### src/rtl/mtm_pkg.sv
// Package: shared register offsets and control-word layout for the
// machine-mode timer. Assumes a 3-bit register offset space.
package mtm_pkg;
    localparam int ADDR_W = 3;

    typedef enum logic [ADDR_W-1:0] {
        SEL_CTRL   = 3'd0,
        SEL_CNT_LO = 3'd1,
        SEL_CNT_HI = 3'd2,
        SEL_CMP_LO = 3'd3,
        SEL_CMP_HI = 3'd4
    } reg_sel_e;

    // Control word, bit 0 first from the LSB.
    typedef struct packed {
        logic pause1;   // bit 3
        logic pause0;   // bit 2
        logic full;     // bit 1
        logic en;       // bit 0
    } ctrl_t;

    localparam int CTRL_W = $bits(ctrl_t);
    localparam ctrl_t CTRL_RST = '{pause1: 1'b1, pause0: 1'b1, full: 1'b0, en: 1'b1};
endpackage

### src/rtl/mtm_ctrl.sv
// Module: control register and advance decision.
// Holds the control word and works out, each cycle, whether the count
// may step: enable set, advance source active (every cycle or tick), and
// no core halted whose pause bit is set. Assumes dbg_halt is synchronous to clk.
module mtm_ctrl
    import mtm_pkg::*;
#(
    parameter int NUM_CORES = 2
) (
    input  logic                 clk,
    input  logic                 rst_n,
    input  logic                 wr_ctrl,
    input  logic [CTRL_W-1:0]    wdata,
    input  logic                 tick_in,
    input  logic [NUM_CORES-1:0] dbg_halt,
    output ctrl_t                ctrl,
    output logic                 adv
);
    logic [NUM_CORES-1:0] pause_en;
    logic [NUM_CORES-1:0] blocked;
    logic                 source_ok;

    // Control register: reset value, then software writes.
    always_ff @(posedge clk) begin
        if (!rst_n)       ctrl <= CTRL_RST;
        else if (wr_ctrl) ctrl <= ctrl_t'(wdata);
    end

    assign pause_en = {ctrl.pause1, ctrl.pause0};

    // One pause gate per core.
    for (genvar c = 0; c < NUM_CORES; c++) begin : g_core
        assign blocked[c] = pause_en[c] & dbg_halt[c];
    end

    // Advance source: every cycle in full speed, tick pulse otherwise.
    always_comb source_ok = ctrl.full | tick_in;

    // Final advance decision.
    always_comb adv = ctrl.en & source_ok & ~(|blocked);
endmodule

### src/rtl/mtm_split_reg.sv
// Module: wide register split into software-writable words.
// Each word can be loaded on its own. When no word is written, an
// optional increment steps the whole value with carry across words.
// A word write in the same cycle suppresses the increment entirely.
module mtm_split_reg #(
    parameter int                   WORD_W = 32,
    parameter int                   WORDS  = 2,
    parameter logic [WORD_W*WORDS-1:0] RST_VAL = '0
) (
    input  logic                    clk,
    input  logic                    rst_n,
    input  logic [WORDS-1:0]        wr,
    input  logic [WORD_W-1:0]       wdata,
    input  logic                    inc,
    output logic [WORD_W*WORDS-1:0] value
);
    localparam int FULL_W = WORD_W * WORDS;

    logic [WORD_W-1:0] word_q [WORDS];
    logic [FULL_W-1:0] stepped;
    logic              step_ok;

    // Incremented value and whether the increment is allowed this cycle.
    always_comb begin
        stepped = value + FULL_W'(1);
        step_ok = inc & ~(|wr);
    end

    for (genvar w = 0; w < WORDS; w++) begin : g_word
        // Per-word storage: reset, write, or take the stepped slice.
        always_ff @(posedge clk) begin
            if (!rst_n)       word_q[w] <= RST_VAL[w*WORD_W +: WORD_W];
            else if (wr[w])   word_q[w] <= wdata;
            else if (step_ok) word_q[w] <= stepped[w*WORD_W +: WORD_W];
        end
        assign value[w*WORD_W +: WORD_W] = word_q[w];
    end
endmodule

### src/rtl/mtm_cmp.sv
// Module: unsigned greater-or-equal comparator producing the level interrupt.
// Purely combinational, so the interrupt follows register state directly.
module mtm_cmp #(
    parameter int W = 64
) (
    input  logic [W-1:0] count,
    input  logic [W-1:0] limit,
    output logic         irq
);
    // Level interrupt while count has reached the limit.
    always_comb irq = (count >= limit);
endmodule

### src/rtl/mach_timer.sv
// Module: machine-mode 64-bit timer with compare interrupt (top).
// Decodes the 32-bit register port, holds control, count and compare
// state, and raises timer_irq while count >= compare. Assumes a single
// write strobe per cycle and synchronous tick and halt inputs.
module mach_timer
    import mtm_pkg::*;
#(
    parameter int DATA_W    = 32,
    parameter int NUM_CORES = 2
) (
    input  logic                 clk,
    input  logic                 rst_n,
    input  logic                 reg_wr,
    input  logic [ADDR_W-1:0]    reg_addr,
    input  logic [DATA_W-1:0]    reg_wdata,
    output logic [DATA_W-1:0]    reg_rdata,
    input  logic                 tick_in,
    input  logic [NUM_CORES-1:0] dbg_halt,
    output logic                 timer_irq
);
    localparam int WORDS = 2;
    localparam int CNT_W = DATA_W * WORDS;

    ctrl_t              ctrl;
    logic               adv;
    logic               wr_ctrl;
    logic [WORDS-1:0]   wr_cnt;
    logic [WORDS-1:0]   wr_cmp;
    logic [CNT_W-1:0]   count_q;
    logic [CNT_W-1:0]   cmp_q;

    // Write decode by register offset.
    always_comb begin
        wr_ctrl = reg_wr && (reg_addr == SEL_CTRL);
        wr_cnt  = {reg_wr && (reg_addr == SEL_CNT_HI), reg_wr && (reg_addr == SEL_CNT_LO)};
        wr_cmp  = {reg_wr && (reg_addr == SEL_CMP_HI), reg_wr && (reg_addr == SEL_CMP_LO)};
    end

    mtm_ctrl #(.NUM_CORES(NUM_CORES)) u_ctrl (
        .clk      (clk),
        .rst_n    (rst_n),
        .wr_ctrl  (wr_ctrl),
        .wdata    (reg_wdata[CTRL_W-1:0]),
        .tick_in  (tick_in),
        .dbg_halt (dbg_halt),
        .ctrl     (ctrl),
        .adv      (adv)
    );

    mtm_split_reg #(.WORD_W(DATA_W), .WORDS(WORDS), .RST_VAL('0)) u_count (
        .clk   (clk),
        .rst_n (rst_n),
        .wr    (wr_cnt),
        .wdata (reg_wdata),
        .inc   (adv),
        .value (count_q)
    );

    mtm_split_reg #(.WORD_W(DATA_W), .WORDS(WORDS), .RST_VAL('1)) u_limit (
        .clk   (clk),
        .rst_n (rst_n),
        .wr    (wr_cmp),
        .wdata (reg_wdata),
        .inc   (1'b0),
        .value (cmp_q)
    );

    mtm_cmp #(.W(CNT_W)) u_cmp (
        .count (count_q),
        .limit (cmp_q),
        .irq   (timer_irq)
    );

    // Read multiplexer; unmapped offsets return zero.
    always_comb begin
        case (reg_addr)
            SEL_CTRL:   reg_rdata = {{(DATA_W-CTRL_W){1'b0}}, ctrl};
            SEL_CNT_LO: reg_rdata = count_q[DATA_W-1:0];
            SEL_CNT_HI: reg_rdata = count_q[CNT_W-1:DATA_W];
            SEL_CMP_LO: reg_rdata = cmp_q[DATA_W-1:0];
            SEL_CMP_HI: reg_rdata = cmp_q[CNT_W-1:DATA_W];
            default:    reg_rdata = '0;
        endcase
    end
endmodule

### config.mk
export PLATFORM = sky130hd
export DESIGN_NAME = mach_timer
export DESIGN_NICKNAME = d
export VERILOG_FILES = /design/src/rtl/mtm_pkg.sv /design/src/rtl/mtm_ctrl.sv /design/src/rtl/mtm_split_reg.sv /design/src/rtl/mtm_cmp.sv /design/src/rtl/mach_timer.sv
export SDC_FILE = /design/constraint.sdc
export NUM_CORES = 1
export LEC_CHECK = 0
export BUFFER_PORTS_ARGS = -buffer_cell sky130_fd_sc_hd__buf_2
export CAP_MARGIN = 20
export CELL_PAD_IN_SITES_DETAIL_PLACEMENT = 1
export CELL_PAD_IN_SITES_GLOBAL_PLACEMENT = 2
export CORE_MARGIN = 5
export CORE_UTILIZATION = 35
export DETAILED_ROUTE_END_ITERATION = 10
export PLACE_DENSITY_LB_ADDON = 0.3
export SYNTH_ARGS = -nofsm -noshare
export SYNTH_HDL_FRONTEND = slang
export SYNTH_SLANG_ARGS = --single-unit
### constraint.sdc
create_clock -name clk -period 2.9 [get_ports clk]
set_clock_uncertainty 0.1 [all_clocks]
set_input_delay 0.29 -clock clk [delete_from_list [all_inputs] [get_ports clk]]
set_output_delay 0.29 -clock clk [all_outputs]
set_load 0.005 [all_outputs]
==> results.txt <==
----------------------------------------------------
[Timing]
  Period utilization ... 1.07
  Final Max Slew Viols ... 0
  Minimum clock period after layout ... about 3.1 ns
  Worst slew margin ... 0.627
  RSZ-0062 raised after global routing ... yes
  Worst Max-Slew Pin Slew ... around 0.56 ns
  Post-layout worst setup margin ... -0.214 ns
  Final setup vio count ... 1
  Max frequency ... 0.321 GHz
  Final hold viol count ... 0

[Global route]
  Initial antenna violation count ... 0
  Total routing resource utilization after global routing ... 0.213
  Pin count of the biggest net entering global routing ... 33
  Aggregate global routing overflow ... 0
  Number of global-route vias before repair ... 8181
  Global-route wire length before repair ... 47600 µm

[Drt]
  First DRT Iteration DRCs ... 493
  Uppermost layer routed ... met4
  Vias per std cell ... 5.47
  Met2 Wirelength ... 14300 µm
  Routed wirelength normalized by instance count ... 21.6 µm
  Wire length on met3 ... approximately 900 µm
  DR pass1 iterations ... 4
  Final routed DRC violation total ... 0
  Wire length reported by the detailed router ... about 30000 µm
  DR vias ... around 7700
  Routed length on met1 ... 14600 µm
  Post-detailed-route count of antenna-violating nets ... 0

[CTS]
  Number of clock buffers inserted by TritonCTS ... 17
  Clock tree from TritonCTS ... built
  H-tree depth ... 4
  CTS root buf ... sky130_fd_sc_hd__clkbuf_16
  Buffer levels on the longest clock path ... 2
  Clk pin slew, worst setup/hold paths ... 0.06 ns
  Number of buffers added to fix hold violations after cts ... 0
  Clock latency on the worst-skew pair ... 0.43 ns
  Clock Sink Count ... between 100 and 150

[Floorplanning]
  Row Count ... 58
  Starting density of the core ... 0.355
  Floorplan die height ... roughly 170 µm
  Floorplan die area ... 0.0288 mm²
  Core footprint ... 0.0251 mm²
  Top-level I/O count ... between 70 and 80
  Die X-Extent ... 170 µm

[Logic synthesis]
  Distinct cell type count of the synthesized netlist ... 50
  Most used DFF post-synth ... sky130_fd_sc_hd__edfxtp_1
  Flops & latches, synth ... approximately 130
  Top cell type's share of synthesized area ... 0.431
  Synth area leader ... sky130_fd_sc_hd__edfxtp_1
  Average cell area after synthesis ... about 9.6 µm²
  YS warnings ... 0
  Async set-reset flop share out of synthesis ... 0
  Sequential area share after synthesis ... 0.440
  Cell count after synthesis ... 933
  Post-synth EDFFs ... between 100 and 150
  Number of nets produced by synthesis ... 1039
  Top cells by area, synth ... sky130_fd_sc_hd__edfxtp_1 (43%), sky130_fd_sc_hd__ha_1 (9.1%), sky130_fd_sc_hd__nand2_1 (5.4%)
  Syn Std Cell Area ... between 0.008 and 0.009 mm²

[Setup path]
  CP endpoint kind ... output port
  Crit-path slowest cell ... sky130_fd_sc_hd__or4_1
  CP Max Fanout ... 2
  Reg2reg path depth ... 8
  Crit path required time ... around 2.5 ns
  WP data arrival ... roughly 2.7 ns
  Critical Setup Path Class ... flop to output port
  Setup slack, reg-to-reg ... ~0.09 ns
  Critical path, cell by cell ... ha_4, and4_4, nand2_2, or4_1, o211a_1, o221a_2, o211ai_1, buf_2
  Worst path max stage delay ... ~0.46 ns
  Reg-to-reg critical path startpoint ... u_count.word_q[0][10]$_DFFE_PP_
  Reg-to-reg endpoint ... u_count.word_q[1][8]$_SDFFCE_PN0P_
  Launching element type of the critical path ... flop

[Job]
  Max_cap viols ... 0

[Outcome]
  Status ... complete, but fails checks
  Failing checks ... negative setup slack

[Placed design]
  Number of port buffers ... 73
  Placed insts ... between 1000 and 1500
  Routability congestion estimate ... just over 0.8
  Total half-perimeter wirelength after legalization and detailed placement ... 22300 µm

[Cells and area]
  Net count reported at finish ... 1173
  Share of post-route cells with drive strength above 1 ... 0.199
  Highest-count cells in the layout ignoring fill and taps ... sky130_fd_sc_hd__nand2_1 (128), sky130_fd_sc_hd__edfxtp_1 (128), sky130_fd_sc_hd__buf_4 (86)
  Filler Cell Count ... approximately 2900
  P&R area growth vs syn ... 22.4%
  Layout Cells excl Fill ... 1409
  Ant diodes ... 0

[Hold path]
  Path type of the worst min-delay path ... input port to flop
  WHS Path Cells ... 2
  Capture endpoint of the worst hold path ... u_ctrl.ctrl[2]$_SDFFE_PN1P_
  Hold path startpoint ... rst_n

[Pwr]
  Worst VDD drop ... between 0.3 and 0.4 mV
  Leakage dissipation ... between 4 and 5 nW
  Final Total Pwr ... roughly 5.4 mW
  Power density normalized to cell area ... a little under 500 mW/mm²

----------------------------------------------------
worst max-delay path, delay by kind of cell, from the launching register on:
kind / cells / cell delay [ns]
compound gates: 3 / 0.66
fa+ha+maj: 1 / 0.30
buf+inv: 1 / 0.16
flops: 1 / 0.45
simple gates: 3 / 0.74
logic make-up (layout without fill, tap and decap cells):
group           after synthesis  count (layout)  share of synthesized area
simple gates                368             370                      0.218
compound gates              184             184                      0.133
flops                       132             132                      0.440
buf+inv                     119             263                     0.0521
fa+ha+maj                    65              65                     0.0912
xor+xnor                     53              53                     0.0521
mux                          12              12                     0.0135
registers in the layout, summed over array words and instances (netlist names):
name	count
u_ctrl.ctrl	4
u_limit.word_q	64
u_count.word_q	64
routing by layer:
metal / track usage / up-vias
li1: - / 3674
met1: 0.297 / 3855
met2: 0.351 / 143
met3: 0.0233 / 41
met4: 0.0616 / 0
met5: 0 / -
what timing repair did:
| action | 4_1_cts | 5_1_grt |
|---|---|---|
| pin swaps | 8 | 7 |
| setup endpoints to repair | 1 | 3 |
| setup buffers | 9 | 2 |
| gates resized for setup | 4 | 8 |
| hold endpoints to repair | 0 | 0 |
| gates cloned | 0 | 2 |
worst max-delay path by stage:
| stage | slack (ns) | end | start |
|---|---|---|---|
| finish | -0.21 | timer_irq | u_count.word_q[0][10]$_DFFE_PP_ |
| detailed placement | 0.12 | timer_irq | u_count.word_q[0][15]$_DFFE_PP_ |
| global placement | 0.18 | timer_irq | u_count.word_q[0][15]$_DFFE_PP_ |
| global route | -0.33 | timer_irq | u_count.word_q[0][10]$_DFFE_PP_ |
| CTS | -0.26 | timer_irq | u_count.word_q[0][10]$_DFFE_PP_ |
| floorplan | 0.05 | u_count.word_q[1][0]$_SDFFCE_PN0P_ | reg_addr[2] |
per-stage QoR:
| stage | area [µm²] | util | setup TNS (ns) | setup WS, ns | hold WS (ns) |
|---|---|---|---|---|---|
| global route | 10900 | 0.435 | -0.386 | -0.328 | 0.0641 |
| floorplan | 8920 | - | 0 | 0.0542 | 0.318 |
| detailed placement | 10200 | 0.404 | 0 | 0.125 | 0.413 |
| finish | 10900 | 0.435 | -0.214 | -0.214 | 0.0661 |
| global placement | 10200 | 0.404 | 0 | 0.182 | 0.398 |
| CTS | 10800 | 0.432 | -0.263 | -0.263 | 0.0445 |
cell usage after synthesis, types with 2 or more instances:
cell,instances
sky130_fd_sc_hd__and4_1,10
sky130_fd_sc_hd__a22oi_1,57
sky130_fd_sc_hd__nor4_1,11
sky130_fd_sc_hd__a21o_1,12
sky130_fd_sc_hd__or4b_1,2
sky130_fd_sc_hd__buf_1,2
sky130_fd_sc_hd__o211ai_1,7
sky130_fd_sc_hd__clkbuf_1,43
sky130_fd_sc_hd__and2_1,3
sky130_fd_sc_hd__nand2b_1,66
sky130_fd_sc_hd__a21oi_1,27
sky130_fd_sc_hd__nor3_1,9
sky130_fd_sc_hd__o22ai_1,4
sky130_fd_sc_hd__buf_2,2
sky130_fd_sc_hd__a211oi_1,2
sky130_fd_sc_hd__nor2b_1,3
sky130_fd_sc_hd__nor2_1,28
sky130_fd_sc_hd__xor2_1,19
sky130_fd_sc_hd__nor3b_1,2
sky130_fd_sc_hd__or4_1,8
sky130_fd_sc_hd__o21ai_0,27
sky130_fd_sc_hd__inv_1,70
sky130_fd_sc_hd__mux2i_1,12
sky130_fd_sc_hd__and3_1,12
sky130_fd_sc_hd__o311ai_1,2
sky130_fd_sc_hd__a22o_1,4
sky130_fd_sc_hd__dfxtp_1,4
sky130_fd_sc_hd__edfxtp_1,128
sky130_fd_sc_hd__or3_1,4
sky130_fd_sc_hd__and3b_1,2
sky130_fd_sc_hd__xnor2_1,34
sky130_fd_sc_hd__o211a_1,2
sky130_fd_sc_hd__nand2_1,129
sky130_fd_sc_hd__nand4_1,27
sky130_fd_sc_hd__nor4_2,7
sky130_fd_sc_hd__nand3_1,42
sky130_fd_sc_hd__buf_6,2
sky130_fd_sc_hd__ha_1,65
sky130_fd_sc_hd__o21ai_1,32
power by group:
group / switching (mW) / internal, mW
registers: 0.0927 / 2.23
clock network: 0.860 / 1.42
logic: 0.480 / 0.340
area by class of cell:
| cell class | count | area (µm²) | share of cell area |
|---|---|---|---|
| Multi-Input combinational cell | 684 | 4650 | 0.426 |
| Sequential cell | 132 | 3920 | 0.360 |
| Timing Repair Buffer | 162 | 1070 | 0.0982 |
| Clock buffer | 19 | 433 | 0.0397 |
| Tap cell | 330 | 413 | 0.0378 |
| Inverter | 70 | 263 | 0.0241 |
| Clock inverter | 12 | 163 | 0.0149 |
(Power assumes the default switching activity.)
